File: config.mk
export PLATFORM = sky130hd
export DESIGN_NAME = rsense_screen
export DESIGN_NICKNAME = d
export VERILOG_FILES = /design/src/rtl/rsense_pkg.sv /design/src/rtl/rs_capture.sv /design/src/rtl/rs_limit_check.sv /design/src/rtl/rs_event_reg.sv /design/src/rtl/rsense_screen.sv
export SDC_FILE = /design/constraint.sdc
export NUM_CORES = 1
export LEC_CHECK = 0
export ABC_AREA = 1
export BUFFER_PORTS_ARGS = -buffer_cell sky130_fd_sc_hd__buf_2
export CAP_MARGIN = 0
export CORE_UTILIZATION = 45
export CTS_CLUSTER_DIAMETER = 120
export DETAILED_ROUTE_END_ITERATION = 16
export GPL_ROUTABILITY_DRIVEN = 0
export PLACE_DENSITY = 0.76
export SLEW_MARGIN = 15
export SYNTH_ARGS = -nofsm -noshare
export SYNTH_HDL_FRONTEND = slang
export SYNTH_SLANG_ARGS = --single-unit
File: constraint.sdc
create_clock -name clk -period 2.1 [get_ports clk]
set_input_delay 0.42 -clock clk [delete_from_list [all_inputs] [get_ports clk]]
set_output_delay 0.42 -clock clk [all_outputs]
set_load 0.005 [all_outputs]
File: src/rtl/rsense_pkg.sv
package rsense_pkg;
   typedef struct packed {
      logic hi;
      logic lo;
      logic fault;
   } rs_evt_t;

   localparam int unsigned RS_DEF_TEMP_W  = 8;
   localparam int unsigned RS_DEF_N_FAULT = 2;
endpackage

File: src/rtl/rs_capture.sv
module rs_capture #(
   parameter int unsigned TEMP_W  = 8,
   parameter int unsigned N_FAULT = 2,
   parameter logic [TEMP_W-1:0] RESET_VAL = '0
) (
   input  logic              clk,
   input  logic              rst_n,
   input  logic              conv_done,
   input  logic [TEMP_W-1:0] raw_temp,
   input  logic [N_FAULT-1:0] fault_flags,
   output logic              fault_any,
   output logic [TEMP_W-1:0] temp_q
);
   localparam logic [TEMP_W-1:0] SENTINEL = {1'b1, {(TEMP_W-1){1'b0}}};

   generate
      if (N_FAULT < 1) begin : g_bad_fault
         $error("rs_capture: N_FAULT must be at least 1");
      end
   endgenerate

   assign fault_any = |fault_flags;

   always_ff @(posedge clk or negedge rst_n) begin
      if (!rst_n) begin
         temp_q <= RESET_VAL;
      end else if (conv_done) begin
         temp_q <= fault_any ? SENTINEL : raw_temp;
      end
   end

   assert_fault_sentinel_R5: assert property (@(posedge clk) disable iff (!rst_n)
      (conv_done && fault_any) |=> (temp_q == SENTINEL));

   assert_clean_store_R2: assert property (@(posedge clk) disable iff (!rst_n)
      (conv_done && !fault_any) |=> (temp_q == $past(raw_temp)));

   assert_hold_no_strobe_R11: assert property (@(posedge clk) disable iff (!rst_n)
      !conv_done |=> $stable(temp_q));
endmodule

File: src/rtl/rs_limit_check.sv
module rs_limit_check #(
   parameter int unsigned TEMP_W     = 8,
   parameter bit          SIGNED_CMP = 1'b1
) (
   input  logic [TEMP_W-1:0] value,
   input  logic [TEMP_W-1:0] hi_limit,
   input  logic [TEMP_W-1:0] lo_limit,
   input  logic [TEMP_W-1:0] therm_limit,
   output logic              over_hi,
   output logic              under_lo,
   output logic              at_therm
);
   generate
      if (SIGNED_CMP) begin : g_signed
         always_comb begin
            over_hi  = $signed(value) >  $signed(hi_limit);
            under_lo = $signed(value) <  $signed(lo_limit);
            at_therm = $signed(value) >= $signed(therm_limit);
         end
      end else begin : g_unsigned
         always_comb begin
            over_hi  = value >  hi_limit;
            under_lo = value <  lo_limit;
            at_therm = value >= therm_limit;
         end
      end
   endgenerate
endmodule

File: src/rtl/rs_event_reg.sv
module rs_event_reg
   import rsense_pkg::*;
(
   input  logic clk,
   input  logic rst_n,
   input  logic conv_done,
   input  logic fault_any,
   input  logic over_hi,
   input  logic under_lo,
   input  logic at_therm,
   input  logic mask_hi,
   input  logic mask_lo,
   input  logic mask_fault,
   output rs_evt_t evt_q,
   output logic irq,
   output logic remote_hot
);
   rs_evt_t evt_d;
   logic    irq_d;

   always_comb begin
      evt_d.hi    = conv_done && !fault_any && over_hi;
      evt_d.lo    = conv_done && !fault_any && under_lo;
      evt_d.fault = conv_done && fault_any;
      irq_d = (evt_d.hi && !mask_hi) || (evt_d.lo && !mask_lo) ||
              (evt_d.fault && !mask_fault);
   end

   always_ff @(posedge clk or negedge rst_n) begin
      if (!rst_n) begin
         evt_q      <= '0;
         irq        <= 1'b0;
         remote_hot <= 1'b0;
      end else begin
         evt_q <= evt_d;
         irq   <= irq_d;
         if (conv_done) begin
            remote_hot <= !fault_any && at_therm;
         end
      end
   end

   assert_fault_quiet_R6: assert property (@(posedge clk) disable iff (!rst_n)
      (conv_done && fault_any) |=> (!evt_q.hi && !evt_q.lo && !remote_hot));

   assert_hi_pulse_R3: assert property (@(posedge clk) disable iff (!rst_n)
      evt_q.hi |-> $past(conv_done));

   assert_lo_pulse_R4: assert property (@(posedge clk) disable iff (!rst_n)
      evt_q.lo |-> $past(conv_done));

   assert_irq_source_R10: assert property (@(posedge clk) disable iff (!rst_n)
      irq |-> (evt_q.hi || evt_q.lo || evt_q.fault));
endmodule

File: src/rtl/rsense_screen.sv
module rsense_screen
   import rsense_pkg::*;
#(
   parameter int unsigned TEMP_W     = RS_DEF_TEMP_W,
   parameter int unsigned N_FAULT    = RS_DEF_N_FAULT,
   parameter bit          SIGNED_CMP = 1'b1
) (
   input  logic              clk,
   input  logic              rst_n,
   input  logic              conv_done,
   input  logic [TEMP_W-1:0] raw_temp,
   input  logic [N_FAULT-1:0] fault_flags,
   input  logic [TEMP_W-1:0] hi_limit,
   input  logic [TEMP_W-1:0] lo_limit,
   input  logic [TEMP_W-1:0] therm_limit,
   input  logic              mask_hi,
   input  logic              mask_lo,
   input  logic              mask_fault,
   input  logic              local_over,
   input  logic              therm_line_n,
   output logic [TEMP_W-1:0] remote_temp,
   output logic              hi_evt,
   output logic              lo_evt,
   output logic              fault_evt,
   output logic              irq,
   output logic              therm_oe,
   output logic              therm_seen
);
   generate
      if (TEMP_W < 2) begin : g_bad_width
         $error("rsense_screen: TEMP_W must be at least 2");
      end
   endgenerate

   logic    fault_any;
   logic    over_hi, under_lo, at_therm;
   logic    remote_hot;
   rs_evt_t evt_q;

   rs_capture #(
      .TEMP_W (TEMP_W),
      .N_FAULT(N_FAULT)
   ) i_capture (
      .clk        (clk),
      .rst_n      (rst_n),
      .conv_done  (conv_done),
      .raw_temp   (raw_temp),
      .fault_flags(fault_flags),
      .fault_any  (fault_any),
      .temp_q     (remote_temp)
   );

   rs_limit_check #(
      .TEMP_W    (TEMP_W),
      .SIGNED_CMP(SIGNED_CMP)
   ) i_limits (
      .value      (raw_temp),
      .hi_limit   (hi_limit),
      .lo_limit   (lo_limit),
      .therm_limit(therm_limit),
      .over_hi    (over_hi),
      .under_lo   (under_lo),
      .at_therm   (at_therm)
   );

   rs_event_reg i_events (
      .clk       (clk),
      .rst_n     (rst_n),
      .conv_done (conv_done),
      .fault_any (fault_any),
      .over_hi   (over_hi),
      .under_lo  (under_lo),
      .at_therm  (at_therm),
      .mask_hi   (mask_hi),
      .mask_lo   (mask_lo),
      .mask_fault(mask_fault),
      .evt_q     (evt_q),
      .irq       (irq),
      .remote_hot(remote_hot)
   );

   assign hi_evt     = evt_q.hi;
   assign lo_evt     = evt_q.lo;
   assign fault_evt  = evt_q.fault;
   assign therm_oe   = remote_hot | local_over;
   assign therm_seen = ~therm_line_n;

   assert_local_therm_R8: assert property (@(posedge clk) disable iff (!rst_n)
      local_over |-> therm_oe);

   assert_evt_exclusive_R6: assert property (@(posedge clk) disable iff (!rst_n)
      fault_evt |-> (!hi_evt && !lo_evt));
endmodule

==> results of run 1 <==
==> flip-flops by register name, indices dropped and copies added, names as in the netlist <==
name,cells
i_events.irq,1
i_events.evt_q,3
i_events.remote_hot,1
i_capture.temp_q,8
==> worst paths after layout <==
check,depth (start not counted),from,to
worst max-delay path,2,i_events.remote_hot,therm_oe
worst min-delay path,1,rst_n,i_events.evt_q[0]
worst max register to register,1,i_capture.temp_q[6],i_capture.temp_q[6]
worst min register to register,2,i_capture.temp_q[0],i_capture.temp_q[0]
max in group asynchronous,1,rst_n,i_capture.temp_q[4]
min in group clk,4,mask_lo,i_events.irq
==> worst max-delay path: stages (launching register included) <==
cell and delay [ps]:
dfrtp_1 400, or2_2 280, buf_2 130
==> metal layers <==
layer  global-route usage  wire [µm]  up-vias
met2               0.4466       1605       41
met1               0.2563       1059      517
met5                    0          0        -
met3              0.02632        126        2
met4              0.04955          7        0
li1                     -          -      591
==> cell type report <==
class                   instances  area (µm²)
fillers                       191       812.0
clock buffers                   4       26.28
inverters                      40       150.1
flip-flops and latches         13       325.3
multi-input cells              97       651.9
repair buffers                 55       275.3
well taps                      28       35.03
==> cell usage in the layout, fill, tap and decap left out <==
cell and count:
buf_2 55, nand2_1 37, inv_1 34, ha_1 23, dfrtp_1 13, a21oi_1 9
inv_2 6, a22o_1 6, nor2_1 5, clkbuf_4 3, nor2_2 2, nand2_2 2
a21o_1 2, nand4_1 2, or2_2 1, a21boi_1 1, nand3b_1 1, nand3_1 1
and3_1 1, o22a_1 1, o21ai_1 1, nor3_1 1, o21ai_0 1, clkbuf_1 1
==> through the flow <==
stage	utilization	setup WS, ps	power (W)	hold slack, ps
after floorplan	-	655.5	0.0003956	124.4
final	0.6432	610.5	0.0006429	13.32
after global placement	0.6317	469.9	0.0004794	313.9
after CTS	0.6432	617.2	0.0006458	30.66
after global routing	0.6432	573.3	0.0006952	25.10
after detailed placement	0.6317	415.1	0.0004936	321.1
==> logic make-up after synthesis <==
group           count (synthesis)
simple gates                   53
buf+inv                        40
fa+ha+maj                      23
compound gates                 21
flops                          13
==> power breakdown <==
part           switching, W  total [W]  internal, W
clock             0.0000810   0.000154    0.0000735
sequential       0.00000675   0.000271     0.000265
combinational      0.000117   0.000217     0.000100
==> run_results.csv, run 1 <==
group,metric,value,unit
synthesis,count_of_warnings_emitted_by_yosys,0,
synthesis,synth_cell_type_count,21,
power,max-vdd-ir-drop,0.2958,mV
placement,dp_hpwl,2.423,mm
timing,clock-skew-final,0,ps
cells_and_area,flow.area_growth_from_synthesis,29.86,%
status,status,"completed",
synthesis,post_synth_instance_area,1127,µm²
timing,fmax,0.6714,GHz
die,core_area,2276,µm²
cts,post_cts_resize_count,0,
cts,clock_sink_count,13,
timing,worst-slew-pin-transition,286.8,ps
cts,h-tree-depth,1,
die,floorplan.die.height,52.05,µm
die,core.rowCount,17,
worst_hold_path,hold_path_class,"in2async",
synthesis,net_count_after_synthesis,215,
routing,drt-initial-drc-count,25,
synthesis,yosys.area_share.simple,0.1998,
cts,post_cts.repair.setup_buffers,0,
cts,cts-hold-fix-buffers,0,
synthesis,synth_top_family_by_area,"adder cells",
synthesis,synth_xor_area_frac,0,
setup_path,endpoint_kind,"output pin",
timing,setup_violations,0,
synthesis,post_synth.cell_area_avg,7.516,µm²
synthesis,synth.top_cells.by_area,"dfrtp_1, ha_1, nand2_1, inv_1, a22o_1",
synthesis,synth_compound_area_frac,0.1232,
timing,timing_max_transition_violations_final,0,
die,die-width,52.05,µm
synthesis,synth_sequential_area_ratio,0.2886,
global_route,grt_pass1_wl,4.554,mm
synthesis,synthesized_area_fraction_occupied_by_adder_cells,0.2553,
routing,routed_wire_length_per_instance,11.81,µm
global_route,pin_count_of_the_biggest_net_entering_global_routing,14,
die,die_area,2709,µm²
synthesis,synthArstFlopShare,1.000,
cells_and_area,num-nets-final,275,
routing,drt_wl_total,2.798,mm
synthesis,synth_edf_count,0,
job,max_cap_violations,0,
cts,clk_latency,270,ps
synthesis,yosys-mux-area-fraction,0,
cts,cts_tree,"yes",
routing,vias,1151,
global_route,global_route.overflow_total,0,
cts,cts-root-buf,"clkbuf_4",
synthesis,cell_with_the_most_instances_after_synthesis,"nand2_1",
power,power.density,439.2,nW/µm²
cells_and_area,insertedDiodeCount,0,
setup_path,cp.arrival,1070,ps
timing,rsz_0062_raised_after_global_routing,"no",
die,initial_utilization,0.4953,
setup_path,worst_ep_required_time,1680,ps
synthesis,synthTopCellsByCount,"nand2_1, inv_1, ha_1",
routing,route.detailed.drc,0,
global_route,track_usage,0.2279,
setup_path,r2r_slack,1370,ps
timing,final-hold-violation-count,0,
routing,routed_via_density,4.857,
setup_path,timing.critical_path.from_type,"flop",
setup_path,timing.critical_path.fanout_max,2,
synthesis,register_bit_total_from_synthesis,13,
global_route,antenna_found_initial,0,
cts,clk_transition_reported_paths,80,ps
placement,dp.cells,233,
cells_and_area,fin_area,1464,µm²
synthesis,synth_ff_type,"dfrtp_1",
timing,period_minus_slack,1490,ps
timing,timing.slew.headroom,0.8088,
placement,io_buffer_count,55,
cells_and_area,layout.cells.non_filler,237,
power,p_leak,0.9886,nW
routing,detailed_routing_iteration_count_for_the_pre_antenna_repair_pass,4,
synthesis,syn-instance-count,150,
cts,clk_path_buf_depth,2,
timing,tns,0,ps
cells_and_area,layout-drive-gt1-share,0.3301,
cts,cts_buffers,3,
timing,final.period_utilization,0.7093,
placement,post_dp_cell_area,1438,µm²
routing,route.antenna.remaining_nets,0,
global_route,grt_pass1_vias,1114,
setup_path,timing.setup.critical_path_class,"reg2out",
synthesis,post-synth-top-area-cell,"dfrtp_1",
die,io-pin-count,56,
synthesis,yosys.area.top_type_share,0.2886,
No activity file was read; power rests on OpenSTA's default activity.
==> run 2: changes to the inputs <==
Settings changed: CORE_UTILIZATION 45 to 41, PLACE_DENSITY 0.76 to 0.73.
Clock period 2.1 ns to 1.3 ns, I/O delays scaled along.
==> run_results.csv, run 2 (synthesized netlist as in run 1, its figures left out) <==
group,metric,value,unit
timing,worst-slew-pin-transition,289.9,ps
status,status,"completed",
die,io-pin-count,56,
global_route,pin_count_of_the_biggest_net_entering_global_routing,14,
timing,fmax,0.8072,GHz
routing,detailed_routing_iteration_count_for_the_pre_antenna_repair_pass,4,
timing,hold_ws,267.8,ps
timing,final-hold-violation-count,0,
cells_and_area,final-seq-area,325.3,µm²
timing,final.period_utilization,0.9530,
setup_path,r2r-end,"i_capture.temp_q[2]",
setup_path,worst_ep_required_time,1040,ps
placement,post_dp_cell_area,1515,µm²
power,p_total,0.001050,W
setup_path,endpoint_kind,"output pin",
cts,cts_buffers,3,
cts,post_cts.repair.setup_buffers,0,
timing,rsz_0062_raised_after_global_routing,"no",
worst_hold_path,number_of_cells_on_the_worst_hold_path,4,
cts,clk_transition_reported_paths,80,ps
cts,clk_path_buf_depth,2,
placement,preCtsSetupSlack,-168.1,ps
routing,routed_via_density,4.540,
die,die-width,54.44,µm
setup_path,crit-reg2reg-launch,"i_capture.temp_q[2]",
timing,setup_violations,0,
setup_path,timing.critical_path.fanout_max,2,
timing,period_minus_slack,1239,ps
routing,vias,1135,
power,power.density,670.0,nW/µm²
die,die_area,2963,µm²
routing,met2_wirelength,1.151,mm
cts,h-tree-depth,1,
routing,route.detailed.drc,0,
placement,dp.cells,245,
cells_and_area,layout.cells.most_common_list,"buf_2, nand2_1, inv_1, ha_1, dfrtp_1",
setup_path,timing.setup.critical_path_class,"reg2out",
cells_and_area,flow.area_growth_from_synthesis,38.96,%
cells_and_area,biggestRegsByFlops,"i_capture.temp_q x8, i_events.evt_q x3",
cts,clock_sink_count,13,
routing,drt-initial-drc-count,11,
routing,drt_wl_total,2.366,mm
global_route,global_route.overflow_total,0,
worst_hold_path,hold_path_class,"in2reg",
timing,postLayoutSetupSlackWorst,61.15,ps
die,floorplan.die.height,54.44,µm
global_route,grt_pass1_vias,990,
worst_hold_path,endpoint_of_the_worst_hold_timing_path,"i_events.irq",
cts,cts_tree,"yes",
timing,clock-skew-final,0,ps
cells_and_area,layout.cells.non_filler,250,
placement,dp_hpwl,2.068,mm
cts,cts-root-buf,"clkbuf_4",
setup_path,reg2reg_depth,1,
job,max_cap_violations,0,
setup_path,cp.arrival,980,ps
placement,io_buffer_count,55,
power,max-vdd-ir-drop,0.5320,mV
die,core_area,2545,µm²
cts,clk_latency,260,ps
cells_and_area,num-nets-final,286,
global_route,antenna_found_initial,0,
setup_path,r2r_slack,580,ps
routing,wl_met3,68,µm
global_route,track_usage,0.1779,
cells_and_area,layout-drive-gt1-share,0.3682,
routing,route.antenna.remaining_nets,0,
setup_path,timing.critical_path.from_type,"flop",
timing,timing.slew.headroom,0.8068,
routing,routed_wire_length_per_instance,9.464,µm
timing,timing_max_transition_violations_final,0,
cells_and_area,insertedDiodeCount,0,
cells_and_area,layout.filler_cells,251,
cells_and_area,footprint_of_the_multi_input_gates,660.6,µm²
die,initial_utilization,0.4430,
die,core.rowCount,18,
cells_and_area,register_containing_the_most_flip_flops_in_the_final_layout,"i_capture.temp_q",
power,p_leak,1.044,nW
global_route,grt_pass1_wl,3.822,mm
cells_and_area,max_reg_flops,8,
cells_and_area,fin_area,1567,µm²
routing,topRoutingLayerUsed,"met4",
cells_and_area,layout.cells.most_common,"buf_2",
worst_hold_path,hold_start,"mask_lo",
routing,sum_of_routed_wire_segments_on_met1,1.113,mm
==> run 2: critical path, stage by stage, from the launching register on <==
cell,delay (ps)
dfrtp_1,380
or2_4,230
buf_6,110
==> run 2: layout make-up <==
type,count,share of cell area
clock buffer,4,0.01677
inverter,40,0.09585
tap,30,0.02396
sequential,13,0.2077
timing repair buffer,66,0.2340
multi-input combinational,97,0.4217
==> run 2: timing repair <==
item	CTS	global route
hold buffers	1	0
hold endpoints to repair	13	0
endpoints found under the setup margin	0	2
gates resized for setup	0	4
==> run 2: report_power, final <==
part           total, W  internal (W)  leakage, nW  switching (W)
clock          0.000240      0.000119       0.0150       0.000121
combinational  0.000372      0.000189        0.859       0.000183
sequential     0.000437      0.000428        0.170     0.00000981
total           0.00105      0.000735         1.04       0.000314
==> run 2: worst max path at each step <==
stage	slack [ps]	from	cells past startpoint	endpoint
6_report	60	i_events.remote_hot	2	therm_oe
5_1_grt	10	i_events.remote_hot	2	therm_oe
4_1_cts	6	i_events.remote_hot	2	therm_oe
3_5_place_dp	-170	raw_temp[7]	7	i_events.irq
3_3_place_gp	-130	raw_temp[7]	9	i_events.irq
2_1_floorplan	20	hi_limit[7]	9	i_events.irq
==> run 2: through the flow <==
| step | util | setup TNS, ps |
|---|---|---|
| after floorplan | - | 0 |
| after global placement | 0.5954 | -447.0 |
| after detailed placement | 0.5954 | -541.6 |
| after CTS | 0.6096 | 0 |
| after global routing | 0.6155 | 0 |
| final | 0.6155 | 0 |
==> run 2: per-layer routing <==
metal  up-vias  track usage
met3         4     0.008333
li1        611            -
met2        24       0.3191
met1       496       0.2172
met4         0      0.07692
met5         -            0
